**src/rtl/panel_rx_pkg.sv**
```systemverilog
package panel_rx_pkg;

    typedef enum logic [1:0] {
        RX_IDLE,
        RX_START,
        RX_DATA,
        RX_STOP
    } rx_state_e;

    typedef enum logic [2:0] {
        PS_KIND,
        PS_COUNT,
        PS_DATA,
        PS_SUM,
        PS_SKIP
    } parse_state_e;

    localparam logic [7:0] KIND_TEXT = 8'hA1;
    localparam logic [7:0] KIND_LAMP = 8'hA4;

endpackage

```
**src/rtl/uart_os_rx.sv**
```systemverilog
module uart_os_rx
    import panel_rx_pkg::*;
#(
    parameter int TICK_DIV = 4,
    parameter int OSR      = 16
) (
    input  logic       clk,
    input  logic       rst_n,
    input  logic       rx_line,
    output logic       byte_valid,
    output logic [7:0] byte_data,
    output logic       stop_bad,
    output logic       busy
);

    localparam int DW   = $clog2(TICK_DIV);
    localparam int SW   = $clog2(OSR);
    localparam int HALF = OSR / 2 - 1;

    typedef struct packed {
        logic          s1;
        logic          s2;
        logic [DW-1:0] div;
        rx_state_e     st;
        logic [SW-1:0] ph;
        logic [2:0]    nbit;
        logic [7:0]    sh;
        logic          vld;
        logic          bad;
    } rx_regs_t;

    rx_regs_t q, d;
    logic     tick;

    always_comb begin
        d      = q;
        d.s1   = rx_line;
        d.s2   = q.s1;
        d.vld  = 1'b0;
        d.bad  = 1'b0;
        tick   = (q.div == DW'(TICK_DIV - 1));
        d.div  = tick ? '0 : q.div + 1'b1;
        if (tick) begin
            unique case (q.st)
                RX_IDLE: begin
                    if (!q.s2) begin
                        d.st = RX_START;
                        d.ph = '0;
                    end
                end
                RX_START: begin
                    if (q.ph == SW'(HALF)) begin
                        d.ph = '0;
                        if (!q.s2) begin
                            d.st   = RX_DATA;
                            d.nbit = '0;
                        end else begin
                            d.st = RX_IDLE;
                        end
                    end else begin
                        d.ph = q.ph + 1'b1;
                    end
                end
                RX_DATA: begin
                    if (q.ph == SW'(OSR - 1)) begin
                        d.ph   = '0;
                        d.sh   = {q.s2, q.sh[7:1]};
                        d.nbit = q.nbit + 1'b1;
                        if (q.nbit == 3'd7) d.st = RX_STOP;
                    end else begin
                        d.ph = q.ph + 1'b1;
                    end
                end
                RX_STOP: begin
                    if (q.ph == SW'(OSR - 1)) begin
                        d.ph  = '0;
                        d.st  = RX_IDLE;
                        d.vld = q.s2;
                        d.bad = !q.s2;
                    end else begin
                        d.ph = q.ph + 1'b1;
                    end
                end
                default: d.st = RX_IDLE;
            endcase
        end
    end

    always_ff @(posedge clk or negedge rst_n) begin
        if (!rst_n) begin
            q      <= '0;
            q.s1   <= 1'b1;
            q.s2   <= 1'b1;
            q.st   <= RX_IDLE;
        end else begin
            q <= d;
        end
    end

    assign byte_valid = q.vld;
    assign byte_data  = q.sh;
    assign stop_bad   = q.bad;
    assign busy       = (q.st != RX_IDLE);

    // a stop-bit fault can only follow the stop-bit phase
    a_r3_bad_after_stop: assert property (@(posedge clk) disable iff (!rst_n)
        q.bad |-> $past(q.st == RX_STOP));

    // a byte is either delivered or reported bad, never both
    a_r2_result_exclusive: assert property (@(posedge clk) disable iff (!rst_n)
        !(q.vld && q.bad));

endmodule

```
**src/rtl/line_gap_timer.sv**
```systemverilog
module line_gap_timer #(
    parameter int GAP_CYCLES = 2000
) (
    input  logic clk,
    input  logic rst_n,
    input  logic busy,
    output logic expired
);

    localparam int GW = $clog2(GAP_CYCLES + 1);

    typedef struct packed {
        logic [GW-1:0] cnt;
    } gap_regs_t;

    gap_regs_t q, d;

    always_comb begin
        d = q;
        if (busy) begin
            d.cnt = '0;
        end else if (q.cnt != GW'(GAP_CYCLES)) begin
            d.cnt = q.cnt + 1'b1;
        end
    end

    always_ff @(posedge clk or negedge rst_n) begin
        if (!rst_n) q <= '0;
        else        q <= d;
    end

    assign expired = (q.cnt == GW'(GAP_CYCLES));

    // once the quiet limit is reached it holds while the line stays quiet
    a_r9_gap_holds: assert property (@(posedge clk) disable iff (!rst_n)
        (expired && !busy) |=> expired);

endmodule

```
**src/rtl/frame_parser.sv**
```systemverilog
module frame_parser
    import panel_rx_pkg::*;
#(
    parameter int LINE_MAX = 16
) (
    input  logic       clk,
    input  logic       rst_n,
    input  logic       byte_valid,
    input  logic [7:0] byte_data,
    input  logic       stop_bad,
    input  logic       gap_expired,
    output logic [2:0] led_n,
    output logic       char_valid,
    output logic [7:0] char_data,
    output logic       char_last,
    output logic       frame_ok,
    output logic       frame_err
);

    localparam int IW = $clog2(LINE_MAX);
    localparam int LW = $clog2(LINE_MAX + 1);

    typedef struct packed {
        parse_state_e              st;
        logic                      is_text;
        logic [7:0]                left;
        logic [LW-1:0]             len;
        logic [IW-1:0]             wr;
        logic [7:0]                acc;
        logic [LINE_MAX-1:0][7:0]  line;
        logic [2:0]                lamp;
        logic [2:0]                led_n;
        logic                      streaming;
        logic [IW-1:0]             rd;
        logic [LW-1:0]             olen;
        logic                      cv;
        logic [7:0]                cd;
        logic                      cl;
        logic                      ok;
        logic                      err;
    } parse_regs_t;

    parse_regs_t q, d;
    logic        in_frame;

    assign in_frame = (q.st == PS_COUNT) || (q.st == PS_DATA) || (q.st == PS_SUM);

    always_comb begin
        d     = q;
        d.ok  = 1'b0;
        d.err = 1'b0;
        d.cv  = 1'b0;
        d.cl  = 1'b0;

        // character replay, one per cycle
        if (q.streaming) begin
            d.cv = 1'b1;
            d.cd = q.line[q.rd];
            d.rd = q.rd + 1'b1;
            if ((LW'(q.rd) + LW'(1)) == q.olen) begin
                d.cl        = 1'b1;
                d.streaming = 1'b0;
            end
        end

        if (stop_bad && in_frame) begin
            d.err = 1'b1;
            d.st  = PS_KIND;
        end else if (gap_expired && in_frame) begin
            d.err = 1'b1;
            d.st  = PS_KIND;
        end else if (gap_expired && q.st == PS_SKIP) begin
            d.st = PS_KIND;
        end else if (byte_valid) begin
            unique case (q.st)
                PS_KIND: begin
                    d.acc = byte_data;
                    if (byte_data == KIND_TEXT) begin
                        d.is_text = 1'b1;
                        d.st      = PS_COUNT;
                    end else if (byte_data == KIND_LAMP) begin
                        d.is_text = 1'b0;
                        d.st      = PS_COUNT;
                    end else begin
                        d.err = 1'b1;
                        d.st  = PS_SKIP;
                    end
                end
                PS_COUNT: begin
                    d.acc = q.acc ^ byte_data;
                    if (byte_data == 8'd0 ||
                        (!q.is_text && byte_data != 8'd2) ||
                        (q.is_text && byte_data > 8'(LINE_MAX + 1))) begin
                        d.err = 1'b1;
                        d.st  = PS_SKIP;
                    end else begin
                        d.left = byte_data - 8'd1;
                        d.len  = LW'(byte_data - 8'd1);
                        d.wr   = '0;
                        d.st   = (byte_data == 8'd1) ? PS_SUM : PS_DATA;
                    end
                end
                PS_DATA: begin
                    d.acc  = q.acc ^ byte_data;
                    d.left = q.left - 8'd1;
                    if (q.is_text) begin
                        d.line[q.wr] = byte_data;
                        d.wr         = q.wr + 1'b1;
                    end else begin
                        d.lamp = byte_data[2:0];
                    end
                    if (q.left == 8'd1) d.st = PS_SUM;
                end
                PS_SUM: begin
                    d.st = PS_KIND;
                    if (byte_data == q.acc) begin
                        d.ok = 1'b1;
                        if (!q.is_text) begin
                            d.led_n = ~q.lamp;
                        end else if (q.len != '0) begin
                            d.streaming = 1'b1;
                            d.rd        = '0;
                            d.olen      = q.len;
                        end
                    end else begin
                        d.err = 1'b1;
                    end
                end
                PS_SKIP: d.st = PS_SKIP;
                default: d.st = PS_KIND;
            endcase
        end
    end

    always_ff @(posedge clk or negedge rst_n) begin
        if (!rst_n) begin
            q       <= '0;
            q.st    <= PS_KIND;
            q.led_n <= 3'b111;
        end else begin
            q <= d;
        end
    end

    assign led_n      = q.led_n;
    assign char_valid = q.cv;
    assign char_data  = q.cd;
    assign char_last  = q.cl;
    assign frame_ok   = q.ok;
    assign frame_err  = q.err;

    // lamps move only together with an accept pulse
    a_r6_lamp_moves_on_ok: assert property (@(posedge clk) disable iff (!rst_n)
        !$stable(q.led_n) |-> q.ok);

    // accept and reject never coincide
    a_r10_ok_err_exclusive: assert property (@(posedge clk) disable iff (!rst_n)
        !(q.ok && q.err));

    // a non-empty accepted text frame starts its replay next cycle
    a_r7_replay_follows_ok: assert property (@(posedge clk) disable iff (!rst_n)
        (q.ok && q.is_text && q.len != '0) |=> q.cv);

    // the end marker only rides on a character
    a_r7_last_with_valid: assert property (@(posedge clk) disable iff (!rst_n)
        q.cl |-> q.cv);

    // quiet line inside a frame produces a reject next cycle
    a_r9_timeout_rejects: assert property (@(posedge clk) disable iff (!rst_n)
        (gap_expired && in_frame) |=> q.err);

endmodule

```
**src/rtl/panel_cmd_rx.sv**
```systemverilog
module panel_cmd_rx #(
    parameter int TICK_DIV   = 4,
    parameter int OSR        = 16,
    parameter int GAP_CYCLES = 2000,
    parameter int LINE_MAX   = 16
) (
    input  logic       clk,
    input  logic       rst_n,
    input  logic       rx_line,
    output logic [2:0] led_n,
    output logic       char_valid,
    output logic [7:0] char_data,
    output logic       char_last,
    output logic       frame_ok,
    output logic       frame_err
);

    logic       byte_valid;
    logic [7:0] byte_data;
    logic       stop_bad;
    logic       rx_busy;
    logic       gap_expired;

    uart_os_rx #(
        .TICK_DIV (TICK_DIV),
        .OSR      (OSR)
    ) u_rx (
        .clk        (clk),
        .rst_n      (rst_n),
        .rx_line    (rx_line),
        .byte_valid (byte_valid),
        .byte_data  (byte_data),
        .stop_bad   (stop_bad),
        .busy       (rx_busy)
    );

    line_gap_timer #(
        .GAP_CYCLES (GAP_CYCLES)
    ) u_gap (
        .clk     (clk),
        .rst_n   (rst_n),
        .busy    (rx_busy),
        .expired (gap_expired)
    );

    frame_parser #(
        .LINE_MAX (LINE_MAX)
    ) u_parse (
        .clk         (clk),
        .rst_n       (rst_n),
        .byte_valid  (byte_valid),
        .byte_data   (byte_data),
        .stop_bad    (stop_bad),
        .gap_expired (gap_expired),
        .led_n       (led_n),
        .char_valid  (char_valid),
        .char_data   (char_data),
        .char_last   (char_last),
        .frame_ok    (frame_ok),
        .frame_err   (frame_err)
    );

endmodule

```
**config.mk**
```make
export PLATFORM = sky130hd
export DESIGN_NAME = panel_cmd_rx
export DESIGN_NICKNAME = d
export VERILOG_FILES = /design/src/rtl/panel_rx_pkg.sv /design/src/rtl/uart_os_rx.sv /design/src/rtl/line_gap_timer.sv /design/src/rtl/frame_parser.sv /design/src/rtl/panel_cmd_rx.sv
export SDC_FILE = /design/constraint.sdc
export NUM_CORES = 1
export LEC_CHECK = 0
export ABC_AREA = 1
export BUFFER_PORTS_ARGS = -buffer_cell sky130_fd_sc_hd__clkbuf_2
export CELL_PAD_IN_SITES_DETAIL_PLACEMENT = 1
export CELL_PAD_IN_SITES_GLOBAL_PLACEMENT = 2
export CORE_UTILIZATION = 38
export CTS_CLUSTER_SIZE = 24
export DETAILED_ROUTE_END_ITERATION = 6
export PLACE_DENSITY_LB_ADDON = 0.1
export RECOVER_POWER = 25
export SYNTH_ARGS = -nofsm -noshare
export SYNTH_HDL_FRONTEND = slang
export SYNTH_HIERARCHICAL = 1
export SYNTH_SLANG_ARGS = --single-unit
```
**constraint.sdc**
```tcl
create_clock -name clk -period 3 [get_ports clk]
set_input_delay 0.3 -clock clk [delete_from_list [all_inputs] [get_ports clk]]
set_output_delay 0.3 -clock clk [all_outputs]
set_load 0.02 [all_outputs]
```
==> run summary, run 1 <==
Worst-path clk slew = 0.06 ns
VDD IR-drop max = 0.4201 mV
Sink Count = 219
Seq/Total Area, Yosys = 0.4801
Post-Route Skew = 0.01523 ns
Power share of the clock group = 0.491
Critical Path RT = 3.43 ns
Syn_area_per_cell = 7.494 um2
Net Sw Power = 1.594 mW
R2R Path Start = u_gap/q[0]
GP Congestion = 0.8406
Layout Nets = 1547
Pre-CTS setup slack = -0.2524 ns
Fmax = 358.7 MHz
CP peak stage delay = 0.41 ns
Vias per Instance = 5.200
Outcome = finished with violations
Die Ht = 175.4 um
Num rows = 63
CP arrival = 3.21 ns
Initial core utilization = 0.3856
Wire per inst = 19.01 um
First-pass GRT wire length = 59480 um
Final HPWL from detailed placement = 23700 um
Net Sw Frac = 0.2390
Endpoint, Worst Hold = u_rx/q[21]
Leakage power = 6.560 nW
Final Cycle Share = 0.9292
Worst r2r path cells = 14
Critical-path cell list = inv_1, ha_1, nand2_1, nor2_1, nand3_1, inv_1, inv_1, nor3_2, nor3_4, nand2_4, nor2_4, nand2_1, nand2_1, nand2_1
N_diodes = 0
Worst-Margin Slew = 1.993 ns
Die area = 30770 um2
Seq pwr share = 0.460
Layout cells sized above 1 = 0.09709
Max-cap viol count = 1
Syn Std Cell Area = 11430 um2
Bufs on Longest Clock Path = 3
Hold path depth = 0
CTS tree = yes
Hold path start = u_rx/d[21]
Initial DRC count = 604
CORE AREA = 29640 um2
Post-route ant nets = 0
RSZ-0062 raised after global routing = yes
Flop2flop setup slack = 0.21 ns
Post-Synthesis Cells = 1525
Final WL = 36790 um
Crit-path max FO = 9
Die width = 175.4 um
H-Tree Depth = 1
Post-route setup slack = 0.2125 ns
Tot Pwr = 6.669 mW
Number of global-route vias before repair = 10670
Placement Cell Area = 11890 um2
Io pins = 18
Worst slew margin = -0.3284
Hold WC Path Type = reg2reg
Startpoint Class = flip-flop
Final instance area = 12910 um2
Crit-path slowest cell = dfrtp_1
Remaining DRCs = 0
Util after Layout = 0.4356
WHS = 0.3658 ns
Failing checks = capacitance limit, slew limit
Drt pass-1 iters = 4
Critical path's most frequent cell = nand2_1
Root Buffer = clkbuf_16
Final Hold Vio Count = 0
Netlist cell types = 39
Tmin final = 2.787 ns
Vias = 10060
Worst skew pair latency = 0.55 ns
Cell-internal power = 5.075 mW
Pwr dens = 516.5 nW/um2
I/O Buffers = 17
Synth-to-layout area growth = 12.97%
Net Count, Synth = 1544
Largest net degree at the start of global routing = 71
Initial antenna violation count = 0
Grt ovf = 0
Fill count = 3683
Final Setup Violations = 0
Yosys reg bits = 219
Cts bufs inserted = 27
Critical Path End Type = flip-flop
GRT Util Overall = 0.2475
Slew Limit Fails = 69
Comb pwr share = 0.049
Type of the worst setup path = reg2reg
Yosys warns = 6
kinds of logic (layout without fill, tap and decap cells):
group / count (synthesis) / after routing / share of synthesized area
adder cells (fa/ha/maj): 16 / 16 / 0.01752
AND/OR/NAND/NOR: 978 / 980 / 0.3639
XOR/XNOR: 25 / 25 / 0.01916
buffers and inverters: 189 / 207 / 0.07171
AO/OA/AOI/OAI: 98 / 98 / 0.04762
flip-flops: 219 / 219 / 0.4801
power groups by stage:
stage	Combinational (mW)	Sequential (mW)	Clock (mW)
finish	0.327	3.07	3.27
global route	0.391	3.08	3.46
CTS	0.341	3.07	3.36
detailed placement	0.333	3.12	0
global placement	0.323	3.12	0
floorplan	0.210	3.11	0
critical path, delay by kind of cell (launching register included):
| kind | cells | cell delay [ns] |
|---|---|---|
| DFF | 1 | 0.41 |
| and+or+nand+nor | 10 | 1.67 |
| adders and majority gates | 1 | 0.24 |
| buffers and inverters | 3 | 0.36 |
Yosys cell counts (all sizes together):
library cell | instances | area [um2]
nand2 | 619 | 2333
nor4 | 2 | 12.51
a211oi | 1 | 12.51
nor3 | 5 | 41.29
xnor2 | 17 | 148.9
a21oi | 58 | 294.0
o31ai | 9 | 67.56
or2 | 3 | 18.77
buf | 44 | 275.3
ha | 16 | 200.2
clkbuf | 51 | 191.4
nand3b | 3 | 22.52
o21ai | 24 | 127.6
o21bai | 1 | 7.510
nor2 | 86 | 387.9
inv | 92 | 345.3
nand3 | 239 | 1211
a22o | 1 | 8.760
a22oi | 1 | 7.510
a31oi | 1 | 6.260
clkinv | 2 | 7.510
dfstp | 5 | 131.4
nand4 | 21 | 131.4
o22ai | 2 | 12.51
dfrtp | 214 | 5355
xor2 | 8 | 70.07
area by class of cell:
| class | count | area (um2) | share of cell area |
|---|---|---|---|
| Sequential cell | 219 | 5488 | 0.4250 |
| Multi-Input combinational cell | 1119 | 5160 | 0.3997 |
| Clock buffer | 37 | 783.3 | 0.06066 |
| Timing Repair Buffer | 67 | 540.5 | 0.04186 |
| Tap cell | 390 | 488.0 | 0.03779 |
| Inverter | 94 | 352.8 | 0.02733 |
| Clock inverter | 9 | 98.84 | 0.007656 |
through the flow:
step	instances	setup TNS [ns]
4_1_cts	1930	0
2_1_floorplan	1525	0
6_report	1935	0
3_5_place_dp	1874	-11.49
5_1_grt	1935	-0.002628
3_3_place_gp	1874	-3.017
layout by cell type, fill, tap and decap left out, drive strengths merged, types with 5 or more instances in the layout:
master and n:
xnor2 17, nand2 619, dfrtp 214, nor3 5, clkbuf 54, clkinv 8
ha 16, buf 48, nand3 239, nor2 88, o21ai 24, dfstp 5
nand4 21, inv 93, xor2 8, a21oi 58, o31ai 9
timing repair:
item	CTS	global route
hold endpoints to repair	67	0
hold buffers	2	0
gates cloned	2	0
pin swaps	2	2
gates resized for setup	1	3
setup buffers	6	5
setup endpoints to repair	64	104
worst max-delay path by stage:
stage,start,end,slack (ns),depth (start not counted)
finish,u_gap/q[0],flip-flop,0.21,14
global route,u_gap/q[0],flip-flop,-0.003,14
CTS,u_gap/q[0],flip-flop,0.03,13
detailed placement,u_gap/q[0],flip-flop,-0.25,14
global placement,u_gap/q[0],flip-flop,-0.11,14
floorplan,u_rx/byte_data[0],u_parse/q[173],0.75,12
per-layer routing:
layer  vias to the layer above  track usage  wire length (um)
li1                       4864            -                 -
met1                      5000       0.3331             16880
met4                         0      0.08333              1188
met2                       136       0.4144             17660
met5                         -            0                 0
met3                        62      0.02727              1049
Note: power is estimated with default switching activity, not from simulation.
==> run 2, diff against run 1 <==
CORE_UTILIZATION = 35   (was 38)
GPL_ROUTABILITY_DRIVEN = 0   (was default)
REMOVE_ABC_BUFFERS = 1   (was default)
==> run summary, run 2 (synthesized netlist as in run 1, its figures left out) <==
Outcome = finished with violations
Failing checks = capacitance limit, slew limit
Die Ht = 182.7 um (+4.2%)
Layout Nets = 1557 (+0.65%)
Startpoint Class = flip-flop
Fmax = 358.8 MHz (about the same)
Leading cell type in the layout, fill and taps excluded = nand2_1
Most frequent cells in the layout = nand2_1, nand3_1, dfrtp_1
First-pass GRT wire length = 60800 um (+2.2%)
Remaining DRCs = 0 (unchanged)
Worst-path clk slew = 0.06 ns (about the same)
VDD IR-drop max = 0.4109 mV (-2.2%)
Post-route ant nets = 0 (unchanged)
Seq pwr share = 0.442 (-0.018)
Post-Route Skew = 0.01957 ns (+0.004341 ns)
Vias per Instance = 5.078 (-2.3%)
Io pins = 18 (unchanged)
R2R Path Start = u_gap/q[1]
Number of global-route vias before repair = 10440 (-2.2%)
Pwr dens = 527.9 nW/um2 (+2.2%)
Worst r2r path cells = 14 (unchanged)
H-Tree Depth = 1 (unchanged)
Final Cycle Share = 0.9290 (about the same)
Initial core utilization = 0.3585 (-0.02712)
Worst skew pair latency = 0.55 ns (about the same)
Sink Count = 219 (unchanged)
GRT Util Overall = 0.2330 (-0.01442)
Max-cap viol count = 1 (unchanged)
Type of the worst setup path = reg2reg
Flop2flop setup slack = 0.21 ns (about the same)
CTS tree = yes
Post-route setup slack = 0.2130 ns (+0.0004640 ns)
Vias = 10130 (+0.69%)
RSZ-0062 raised after global routing = no
Final Hold Vio Count = 0 (unchanged)
Final Setup Violations = 0 (unchanged)
CP arrival = 3.26 ns (+0.05 ns)
Placed Instances = 1923 (+2.6%)
Worst-Margin Slew = 2.330 ns (+0.3376 ns)
Comb pwr share = 0.050 (about the same)
Cell-internal power = 5.271 mW (+3.9%)
Grt ovf = 0 (unchanged)
Net Sw Frac = 0.2403 (+0.001294)
Net Sw Power = 1.668 mW (+4.6%)
Critical Path Stages = 14 (unchanged)
CP Buf/Inv Count = 4 (+1)
CORE AREA = 31880 um2 (+7.6%)
Layout cells sized above 1 = 0.1032 (+0.006118)
Final WL = 37550 um (+2.1%)
Leakage power = 6.627 nW (+1.0%)
Critical Path RT = 3.47 ns (+0.04 ns)
Crit-path slowest cell = nor2_4
Root Buffer = clkbuf_16
Worst setup path start = u_gap/q[1]
Die width = 182.7 um (+4.2%)
Slew Limit Fails = 78 (+13%)
Final HPWL from detailed placement = 23510 um (-0.79%)
Power share of the clock group = 0.508 (+0.017)
Top delay family on crit path = simple AND/OR/NAND/NOR gates
Critical-path cell list = inv_1, ha_1, nand2_1, nor2_1, nand3_1, inv_1, inv_1, nor3_1, buf_4, nor3_4, nand2_2, nor2_4, nand3_1, nand2_1
Post-Layout Cell Count = 1995 (+3.1%)
Cts bufs inserted = 28 (+3.7%)
Pre-CTS setup slack = -0.2948 ns (-0.04234 ns)
Initial antenna violation count = 0 (unchanged)
Largest net degree at the start of global routing = 81 (+14%)
Num rows = 65 (+3.2%)
Bufs on Longest Clock Path = 3 (unchanged)
WHS = 0.3562 ns (-0.009571 ns)
Critical Path End Type = flip-flop
Wire per inst = 18.82 um (-1.0%)
CP peak stage delay = 0.63 ns (+0.22 ns)
Drt pass-1 iters = 5 (+1)
I/O Buffers = 17 (unchanged)
Fill count = 3954 (+7.4%)
N_diodes = 0 (unchanged)
Die area = 33380 um2 (+8.5%)
Crit-path max FO = 18 (+9)
Sequential Area = 5488 um2 (unchanged)
Final instance area = 13140 um2 (+1.8%)
Critical path's most frequent cell = inv_1
Area of the multi-input gates = 5172 um2 (+0.24%)
Initial DRC count = 579 (-4.1%)
Placement Cell Area = 11970 um2 (+0.62%)
Hold WC Path Type = reg2reg
Tmin final = 2.787 ns (-0.0004640 ns)
TNS Setup = 0 ns (unchanged)
Worst slew margin = -0.5535 (-0.2250)
Synth-to-layout area growth = 15.01%
==> run 2: worst min path at each step <==
stage | startpoint | end | slack, ns | cells after the start
2_1_floorplan | rst_n | u_gap/q[0] | 0.004 | 0
3_3_place_gp | u_rx/d[21] | u_rx/q[21] | 0.35 | 0
3_5_place_dp | u_rx/d[21] | u_rx/q[21] | 0.35 | 0
4_1_cts | u_rx/d[21] | u_rx/q[21] | 0.36 | 0
5_1_grt | u_rx/d[21] | u_rx/q[21] | 0.37 | 0
6_report | u_rx/d[21] | u_rx/q[21] | 0.36 | 0
==> run 2: metrics by stage <==
stage	util	power, mW
finish	0.4123	6.939
detailed placement	0.3753	3.477
CTS	0.4123	7.060
global placement	0.3753	3.464
floorplan	-	3.309
global route	0.4123	7.199
==> run 2: timing repair <==
action,4_1_cts,5_1_grt
buffers inserted,14,0
hold buffers,2,0
hold endpoints to repair,77,0
gates cloned,4,0
endpoints found under the setup margin,128,36
gates resized for setup,2,2
pin swaps,4,0
==> run 2: power by group through the flow <==
stage                     combinational, mW  clock, mW  sequential (mW)
after floorplan                       0.204          0             3.11
after global placement                0.349          0             3.12
after detailed placement              0.357          0             3.12
after CTS                             0.361       3.63             3.07
after global routing                  0.411       3.71             3.08
final                                 0.347       3.53             3.07
==> run 2: cell type report <==
type,count,share of cell area
repair buffers,74,0.04703
well taps,435,0.04141
flip-flops and latches,219,0.4175
clock inverters,8,0.007330
multi-input cells,1121,0.3935
clock buffers,44,0.06635
inverters,94,0.02684
==> run 2: worst register-to-register path, cell delays in order, from the launching register on <==
cell and delay (ns):
dfrtp_1 0.41, inv_1 0.06, ha_1 0.19, nand2_1 0.06, nor2_1 0.04, nand3_1 0.13, inv_1 0.12, inv_1 0.09
nor3_1 0.05, buf_4 0.16, nor3_4 0.19, nand2_2 0.32, nor2_4 0.64, nand3_1 0.17, nand2_1 0.11
==> run 2: per-layer routing <==
metal	global-route usage	part of all wire	vias to the layer above
li1	-	-	4897
met1	0.3111	0.46	5055
met2	0.4040	0.49	130
met3	0.02514	0.025	49
met4	0.05345	0.022	0
met5	0	0	-
